[src/rtl/link_settle_pkg.sv]
package link_settle_pkg;

    localparam int CODE_W     = 3;
    localparam int MAX_US     = 2000000;
    localparam int RESET_CODE = 2;

    typedef enum logic [1:0] {
        LINK_DOWN = 2'd0,
        LINK_QUAL = 2'd1,
        LINK_UP   = 2'd2
    } link_st_e;

    // Stable period in microseconds for each selection code.
    function automatic int unsigned period_us(input logic [CODE_W-1:0] code);
        int unsigned v;
        unique case (code)
            3'd0:    v = 32'd0;
            3'd1:    v = 32'd500;
            3'd2:    v = 32'd1000;
            3'd3:    v = 32'd64000;
            3'd4:    v = 32'd256000;
            3'd5:    v = 32'd512000;
            3'd6:    v = 32'd1000000;
            default: v = 32'd2000000;
        endcase
        return v;
    endfunction

endpackage

[src/rtl/link_settle_sync.sv]
module link_settle_sync #(
    parameter int STAGES = 2
) (
    input  logic clk_i,
    input  logic rst_ni,
    input  logic d_i,
    output logic q_o
);
    logic [STAGES-1:0] chain_q;

    generate
        if (STAGES == 1) begin : g_one
            always_ff @(posedge clk_i or negedge rst_ni) begin
                if (!rst_ni) chain_q <= '0;
                else         chain_q <= d_i;
            end
        end else begin : g_many
            always_ff @(posedge clk_i or negedge rst_ni) begin
                if (!rst_ni) chain_q <= '0;
                else         chain_q <= {chain_q[STAGES-2:0], d_i};
            end
        end
    endgenerate

    assign q_o = chain_q[STAGES-1];
endmodule

[src/rtl/link_settle_period.sv]
module link_settle_period
    import link_settle_pkg::*;
#(
    parameter int PERIOD_SHIFT = 0,
    parameter int CNT_W        = 21
) (
    input  logic [CODE_W-1:0] code_i,
    output logic [CNT_W-1:0]  ticks_o
);
    int unsigned scaled;

    always_comb begin
        scaled = period_us(code_i) >> PERIOD_SHIFT;
        if (code_i != '0 && scaled == 0) scaled = 1;
        ticks_o = CNT_W'(scaled);
    end
endmodule

[src/rtl/link_settle_timer.sv]
module link_settle_timer #(
    parameter int               CNT_W     = 21,
    parameter logic [CNT_W-1:0] RST_TICKS = '0
) (
    input  logic             clk_i,
    input  logic             rst_ni,
    input  logic             load_i,
    input  logic [CNT_W-1:0] ticks_i,
    input  logic             run_i,
    input  logic             tick_i,
    output logic             hit_o
);
    logic [CNT_W-1:0] tgt_q;
    logic [CNT_W-1:0] cnt_q;
    logic [CNT_W:0]   cnt_inc;

    // Period captured only at the start of a qualification run.
    always_ff @(posedge clk_i or negedge rst_ni) begin
        if (!rst_ni)     tgt_q <= RST_TICKS;
        else if (load_i) tgt_q <= ticks_i;
    end

    always_ff @(posedge clk_i or negedge rst_ni) begin
        if (!rst_ni)     cnt_q <= '0;
        else if (!run_i) cnt_q <= '0;
        else if (tick_i) cnt_q <= cnt_q + 1'b1;
    end

    assign cnt_inc = {1'b0, cnt_q} + 1'b1;
    assign hit_o   = run_i && tick_i && (cnt_inc >= {1'b0, tgt_q});
endmodule

[src/rtl/link_settle.sv]
module link_settle
    import link_settle_pkg::*;
#(
    parameter int PERIOD_SHIFT = 0,
    parameter int SYNC_STAGES  = 2
) (
    input  logic              clk_i,
    input  logic              rst_ni,
    input  logic              raw_ok_i,
    input  logic              tick_i,
    input  logic [CODE_W-1:0] period_code_i,
    output logic              link_up_o,
    output logic              up_evt_o,
    output logic              dn_evt_o
);
    localparam int               CNT_W     = $clog2((MAX_US >> PERIOD_SHIFT) + 1);
    localparam logic [CNT_W-1:0] RST_TICKS = CNT_W'(period_us(CODE_W'(RESET_CODE)) >> PERIOD_SHIFT);

    logic             link_sync;
    logic [CNT_W-1:0] sel_ticks;
    logic             tmr_load;
    logic             tmr_run;
    logic             tmr_hit;
    link_st_e         state_q;
    link_st_e         state_d;

    link_settle_sync #(.STAGES(SYNC_STAGES)) u_sync (
        .clk_i  (clk_i),
        .rst_ni (rst_ni),
        .d_i    (raw_ok_i),
        .q_o    (link_sync)
    );

    link_settle_period #(.PERIOD_SHIFT(PERIOD_SHIFT), .CNT_W(CNT_W)) u_period (
        .code_i  (period_code_i),
        .ticks_o (sel_ticks)
    );

    assign tmr_load = (state_q == LINK_DOWN) && link_sync;
    assign tmr_run  = (state_q == LINK_QUAL) && link_sync;

    link_settle_timer #(.CNT_W(CNT_W), .RST_TICKS(RST_TICKS)) u_timer (
        .clk_i   (clk_i),
        .rst_ni  (rst_ni),
        .load_i  (tmr_load),
        .ticks_i (sel_ticks),
        .run_i   (tmr_run),
        .tick_i  (tick_i),
        .hit_o   (tmr_hit)
    );

    // Next-state logic
    always_comb begin
        state_d = state_q;
        unique case (state_q)
            LINK_DOWN: if (link_sync) state_d = (period_code_i == '0) ? LINK_UP : LINK_QUAL;
            LINK_QUAL: begin
                if (!link_sync)   state_d = LINK_DOWN;
                else if (tmr_hit) state_d = LINK_UP;
            end
            LINK_UP:   if (!link_sync) state_d = LINK_DOWN;
            default:   state_d = LINK_DOWN;
        endcase
    end

    // State register
    always_ff @(posedge clk_i or negedge rst_ni) begin
        if (!rst_ni) state_q <= LINK_DOWN;
        else         state_q <= state_d;
    end

    // Registered outputs
    always_ff @(posedge clk_i or negedge rst_ni) begin
        if (!rst_ni) begin
            link_up_o <= 1'b0;
            up_evt_o  <= 1'b0;
            dn_evt_o  <= 1'b0;
        end else begin
            link_up_o <= (state_d == LINK_UP);
            up_evt_o  <= (state_d == LINK_UP) && (state_q != LINK_UP);
            dn_evt_o  <= (state_q == LINK_UP) && (state_d != LINK_UP);
        end
    end
endmodule

[config.mk]
export PLATFORM = sky130hd
export DESIGN_NAME = link_settle
export DESIGN_NICKNAME = d
export VERILOG_FILES = /design/src/rtl/link_settle_pkg.sv /design/src/rtl/link_settle_sync.sv /design/src/rtl/link_settle_period.sv /design/src/rtl/link_settle_timer.sv /design/src/rtl/link_settle.sv
export SDC_FILE = /design/constraint.sdc
export NUM_CORES = 1
export LEC_CHECK = 0
export ABC_AREA = 1
export CAP_MARGIN = 10
export CORE_MARGIN = 2
export CORE_UTILIZATION = 57
export DETAILED_ROUTE_END_ITERATION = 12
export DONT_BUFFER_PORTS = 1
export HOLD_SLACK_MARGIN = 0.05
export PLACE_DENSITY = 0.75
export SLEW_MARGIN = 15
export SYNTH_ARGS = -nofsm -noshare
export SYNTH_HDL_FRONTEND = slang
export SYNTH_SLANG_ARGS = --single-unit
export TNS_END_PERCENT = 20
[constraint.sdc]
create_clock -name clk_i -period 2.24 [get_ports clk_i]
set_input_delay 0.336 -clock clk_i [delete_from_list [all_inputs] [get_ports clk_i]]
set_output_delay 0.336 -clock clk_i [all_outputs]
set_load 0.05 [all_outputs]
After elaboration in Yosys (flattened, before gate mapping)
Index checks and enable logic that the tools add are counted.
{"block": "word_totals", "reg_bits": 49, "inputBits": 7}
{"block": "op_classes", "addsub": 2, "magnitude_cmp": 1, "eq_ne": 12, "mux": 10, "n_reduce_logical": 11}
{"op": "21-bit case mux with 7 select lines", "count": 1}
{"op": "21-bit two-way mux", "count": 3}
{"op": "32-bit zero test", "count": 1}
{"op": "21-bit by 1-bit adder with 22-bit output (second input constant)", "count": 1}
{"op": "22-bit by 21-bit greater-or-equal comparator with 1-bit output", "count": 1}
{"op": "21-bit by 1-bit adder with 21-bit output (second input constant)", "count": 1}
{"op": "2-bit two-way mux", "count": 5}
{"op": "3-bit == test (second input constant)", "count": 3}
{"op": "1-bit logical AND", "count": 7}
{"op": "3-bit by 2-bit == test with 1-bit output (second input constant)", "count": 2}
{"op": "2-bit inequality test (second input constant)", "count": 3}
{"op": "2-bit case mux with 3 select lines", "count": 1}
{"op": "2-bit == test (second input constant)", "count": 2}
{"op": "3-bit by 1-bit == test with 1-bit output (second input constant)", "count": 1}
{"op": "3-bit zero test", "count": 1}
{"op": "3-bit nonzero test", "count": 1}
{"op": "2-bit by 1-bit == test with 1-bit output (second input constant)", "count": 1}
{"op": "2-bit zero test", "count": 1}

Depth between registers and ports, before layout
{"block": "depth", "word_depth": 9, "depth_mapped": 21, "depth_no_buf": 21}

Hierarchy
From an unflattened synthesis, not the netlist that was laid out.
{"block": "unflattened", "cells_unflattened": 421, "area_unflattened_um2": 3185.6}
{"mod": "link_settle_timer", "n_inst": 1, "cells_each": 356, "area_per_inst_um2": 2726.4, "seq_area_each_um2": 1058.5}
{"mod": "link_settle", "n_inst": 1, "cells_each": 24, "area_per_inst_um2": 216.5, "seq_area_each_um2": 125.1}
{"mod": "link_settle_period", "n_inst": 1, "cells_each": 39, "area_per_inst_um2": 192.7, "seq_area_each_um2": 0.0}
{"mod": "link_settle_sync", "n_inst": 1, "cells_each": 2, "area_per_inst_um2": 50.0, "seq_area_each_um2": 50.0}

Worst setup path before layout
Ideal clock, no wire load.
{"block": "synth_path", "kind": "register to register", "startpoint": "reg u_timer.cnt_q[0]", "endpoint": "reg state_q[0]", "setup_time_ns": 0.116, "arrival_time_ns": 2.213, "required_ns": 2.124, "path_slack_ns": -0.090, "stages_incl_launch_ff": 18, "period_less_slack_ns": 2.330, "cell_sequence": "dfrtp_1 ha_1 nand2_1 nor2_4 nand3_2 nor2_2 nand2_1 xor2_1 inv_1 ha_1 and3_1 nand3_1 nor2_2 nand2_2 nand3_2 nand2_4 nand2_1 nand2_1"}
{"block": "synth_between", "elab_chain_len": 6}
{"item": "from (decl)", "line_no": "link_settle_timer.sv:14", "text": "logic [CNT_W-1:0] cnt_q;"}
{"item": "from (signal assigned)", "line_no": "link_settle_timer.sv:26", "text": "else if (tick_i) cnt_q <= cnt_q + 1'b1;"}
{"item": "21-bit by 1-bit adder with 22-bit output", "line_no": "link_settle_timer.sv:29", "text": "assign cnt_inc = {1'b0, cnt_q} + 1'b1;"}
{"item": "22-bit by 21-bit greater-or-equal comparator with 1-bit output", "line_no": "link_settle_timer.sv:30", "text": "assign hit_o = run_i && tick_i && (cnt_inc >= {1'b0, tgt_q});"}
{"item": "1-bit logical AND", "line_no": "link_settle_timer.sv:30"}
{"item": "2-bit two-way mux", "line_no": "link_settle.sv:59", "text": "else if (tmr_hit) state_d = LINK_UP;"}
{"item": "2-bit two-way mux", "line_no": "link_settle.sv:58", "text": "if (!link_sync) state_d = LINK_DOWN;"}
{"item": "2-bit case mux with 3 select lines", "line_no": "link_settle.sv:55", "text": "unique case (state_q)"}
{"item": "named net state_d[0]", "line_no": "link_settle.sv:25", "text": "link_st_e state_d;"}
{"item": "to (signal assigned)", "line_no": "link_settle.sv:69", "text": "else state_q <= state_d;"}
{"item": "to (decl)", "line_no": "link_settle.sv:24", "text": "link_st_e state_q;"}
The timed path passes the listed nets, and every way through them passes these cells.
A chain may end at the register's enable or synchronous reset.

Final worst setup path
{"block": "layout_path", "startpoint": "reg u_timer.cnt_q[1]", "endpoint": "reg state_q[0]"}
Same word-level chain as after synthesis.

==> results by group <==
Synthesis
  • Top post-synthesis cells by area: dfrtp_1 36%, nand2_1 10%, ha_1 9.6%, inv_1 8.6%, dfstp_2 4.8%
  • Number of flops mapped to enable cells by yosys: 0
  • Synth async-reset ratio: 100%
  • Post-synth cell types: 30
  • Area leader, netlist: dfrtp_1
  • Most frequent cell after synthesis: nand2_1
  • Commonest cells in the synthesized netlist: 76 x nand2_1, 63 x inv_1, 39 x dfrtp_1, 21 x ha_1, 21 x nor2_1
  • Syn avg cell area: ~8 µm²
  • Cell Area, Synth: 2750 µm²
  • Syn Inst Count: 340
  • #FFs+latches synth: 44
  • Synthesized net count: 368
  • Synth Flop Type: dfrtp_1
  • Seq/Total Area, Yosys: between 40% and 50%
  • Top cell type's share of synthesized area: a little over a third
  • Synth Warn #: 0

Clocking
  • TritonCTS clock tree: done
  • CTS H-tree depth: 2
  • Clock Sinks: 44
  • Clock tree root buffer cell: clkbuf_8
  • Number of buffers created by CTS: 5
  • Clock slew at the register clock pins of the worst setup and hold paths: approximately 90 ps
  • Clock buffer depth: 2
  • Worst skew pair latency: roughly 300 ps

Floorplan
  • Initial Util: between 50% and 60%
  • Die Y-Extent: between 70 and 80 µm
  • Core region area: about 4700 µm²
  • Die area: ~5400 µm²
  • Cell Rows: 25
  • DIE WIDTH: roughly 73 µm
  • # IOs: 10

Route
  • DRT iter0 DRCs: 176
  • Drc violations: 0
  • Drt pass-1 iters: 5
  • Drt wl/cell: around 15 µm
  • Vias per inst: ~5.5
  • ANT nets after route: 0
  • Final WL: slightly below 7 mm
  • Vias post-DR: roughly 2.4k

Global routing
  • M3 GR Usage: ~3.6%
  • GR Util All Layers: around 25%
  • GR peak layer: met2
  • GRT Residual Overflow: 0
  • Vias in the first global route: ~2.4k
  • Met2 usage: between 40% and 50%
  • Largest net degree at the start of global routing: between 40 and 50
  • First-pass GRT wire length: between 10 and 15 mm
  • Initial antenna violation count: 0
  • Grt met1 use: between 30% and 40%

Pwr
  • P_leak: 1.72 nW
  • PwrDens: 548 nW/µm²
  • Maximum vdd drop: roughly 0.46 mV

Critical path
  • Crit path cell chain: buf_6 > nand3_4 > nor2_4 > nand2_4 > nor2_4 > nand3_2 > xor2_2 > inv_2 > ha_4 > nand2_2 > inv_2 > nand3_2 > nor2_2 > nand3_2 > nand2_2 > nand2_2 > nand3_2 > nand2_4 > nand2_2 > nand2_1
  • Setup crit end kind: register
  • Largest stage delay, worst path: approximately 400 ps
  • CP arrival: roughly 2900 ps
  • WP data required: around 2400 ps
  • Crit Path Category: register to register
  • Slowest cell on crit path: dfrtp_1
  • Startpoint Class: register
  • Critical Path Fanout Max: 4
  • Reg2reg setup slack: -420 ps

Timing
  • Worst slew margin relative to its limit: between 60% and 70%
  • Min Tclk post-route: 2660 ps
  • Max Fclk: between 300 and 400 MHz
  • Tcrit/Tclk final: 119%
  • Final count of negative-setup-slack endpoints: 5
  • Setup Skew: 7.10 ps
  • PnR worst setup slack: -416 ps
  • RSZ-0062 raised after global routing: true
  • Final Hold Slack: 176 ps
  • Final number of hold-violating endpoints: 0
  • Worst-Margin Slew: 466 ps
  • Fin. max-slew vios: 0

Status
  • Run status: finished, violations left
  • Failing checks: setup timing

Layout
  • Core Util, Final: 73.9%
  • Nets: between 400 and 500
  • Synth-to-layout area growth: 26.2%
  • Share of layout cells above drive strength 1: about a third
  • Antenna diode count: 0

Placed design
  • IO buf count: 0
  • Routability cong.: ~0.85
  • Post-DP HPWL: 4.48 mm

Min path
  • Hold Path Class: input port to register

Flow run
  • Max cap viols: 0
-- state kept, by name, indices dropped and copies added, names as in the netlist --
| name | cells |
|---|---|
| link_up_o | 1 |
| u_timer.cnt_q | 21 |
| u_sync.chain_q | 2 |
| up_evt_o | 1 |
| u_timer.tgt_q | 16 |
| dn_evt_o | 1 |
| state_q | 2 |
-- area by class of cell --
class / instances / area, µm²
clock inverters: 3 / 23.8
flip-flops and latches: 44 / 1110
repair buffers: 48 / 393
inverters: 68 / 258
fillers: 310 / 1220
multi-input cells: 224 / 1550
well taps: 54 / 67.6
clock buffers: 5 / 68.8
-- final timing paths --
kind                       cells past startpoint           endpoint              start
setup / recovery                              20         state_q[0]   u_timer.cnt_q[1]
hold / removal                                 2   u_timer.tgt_q[9]   period_code_i[1]
setup reg to reg                              20         state_q[0]   u_timer.cnt_q[1]
hold reg to reg                                0  u_sync.chain_q[1]  u_sync.chain_q[0]
max in group asynchronous                      2   u_timer.tgt_q[9]             rst_ni
min in group asynchronous                      2   u_timer.cnt_q[9]             rst_ni
-- report_power, final --
part | internal, mW | switching [mW]
Combinational | 0.177 | 0.299
Sequential | 0.876 | 0.0349
Clock | 0.221 | 0.294
-- logic make-up (layout without fill, tap and decap cells) --
family	Yosys count	in the layout	share of synthesized area, %
compound gates	51	51	10.8
xor+xnor	14	14	4.46
fa+ha+maj	21	21	9.56
buf+inv	72	124	10.2
flops	44	44	40.3
simple gates	138	138	24.7
-- per-stage QoR --
step | area, µm² | instances | power (mW) | TNS [ps] | setup WS (ps)
6_report | 3470 | 446 | 1.90 | -1820 | -416
5_1_grt | 3470 | 446 | 2.00 | -2460 | -536
4_1_cts | 3260 | 439 | 1.81 | -1130 | -255
3_5_place_dp | 3050 | 424 | 1.26 | -1110 | -281
3_3_place_gp | 3050 | 424 | 1.25 | -873 | -210
2_1_floorplan | 2750 | 340 | 1.17 | -162 | -64.7
-- worst max-delay path, delay by kind of cell, from the launching register on --
kind / cells / cell delay [ps]
AND/OR/NAND/NOR: 15 / 1360
flip-flops: 1 / 400
buffers and inverters: 3 / 270
adder cells (fa/ha/maj): 1 / 270
XOR/XNOR: 1 / 220
-- layout by cell type, fill, tap and decap left out, types with 6 or more instances in the layout --
| master | count |
|---|---|
| a21oi_1 | 8 |
| buf_4 | 43 |
| dfrtp_1 | 39 |
| ha_1 | 15 |
| inv_1 | 58 |
| inv_2 | 9 |
| nand2_1 | 66 |
| nand2_2 | 12 |
| nand3_1 | 7 |
| nor2_1 | 18 |
| nor2_2 | 6 |
| nor2_4 | 7 |
| o21ai_0 | 17 |
| o21ai_1 | 7 |
| o22ai_1 | 11 |
| xor2_1 | 10 |
-- metal layers --
metal	up-vias	routed length (µm)
met3	16	281
met4	0	141
li1	1175	-
met5	-	0
met1	1171	2890
met2	79	3540
-- what timing repair did --
item,CTS,global route
hold buffers,3,0
setup endpoints to repair,5,5
gates resized for setup,8,35
endpoints found under the hold margin,45,0
setup buffers,4,7
pin swaps,7,25
(Power assumes the default switching activity.)
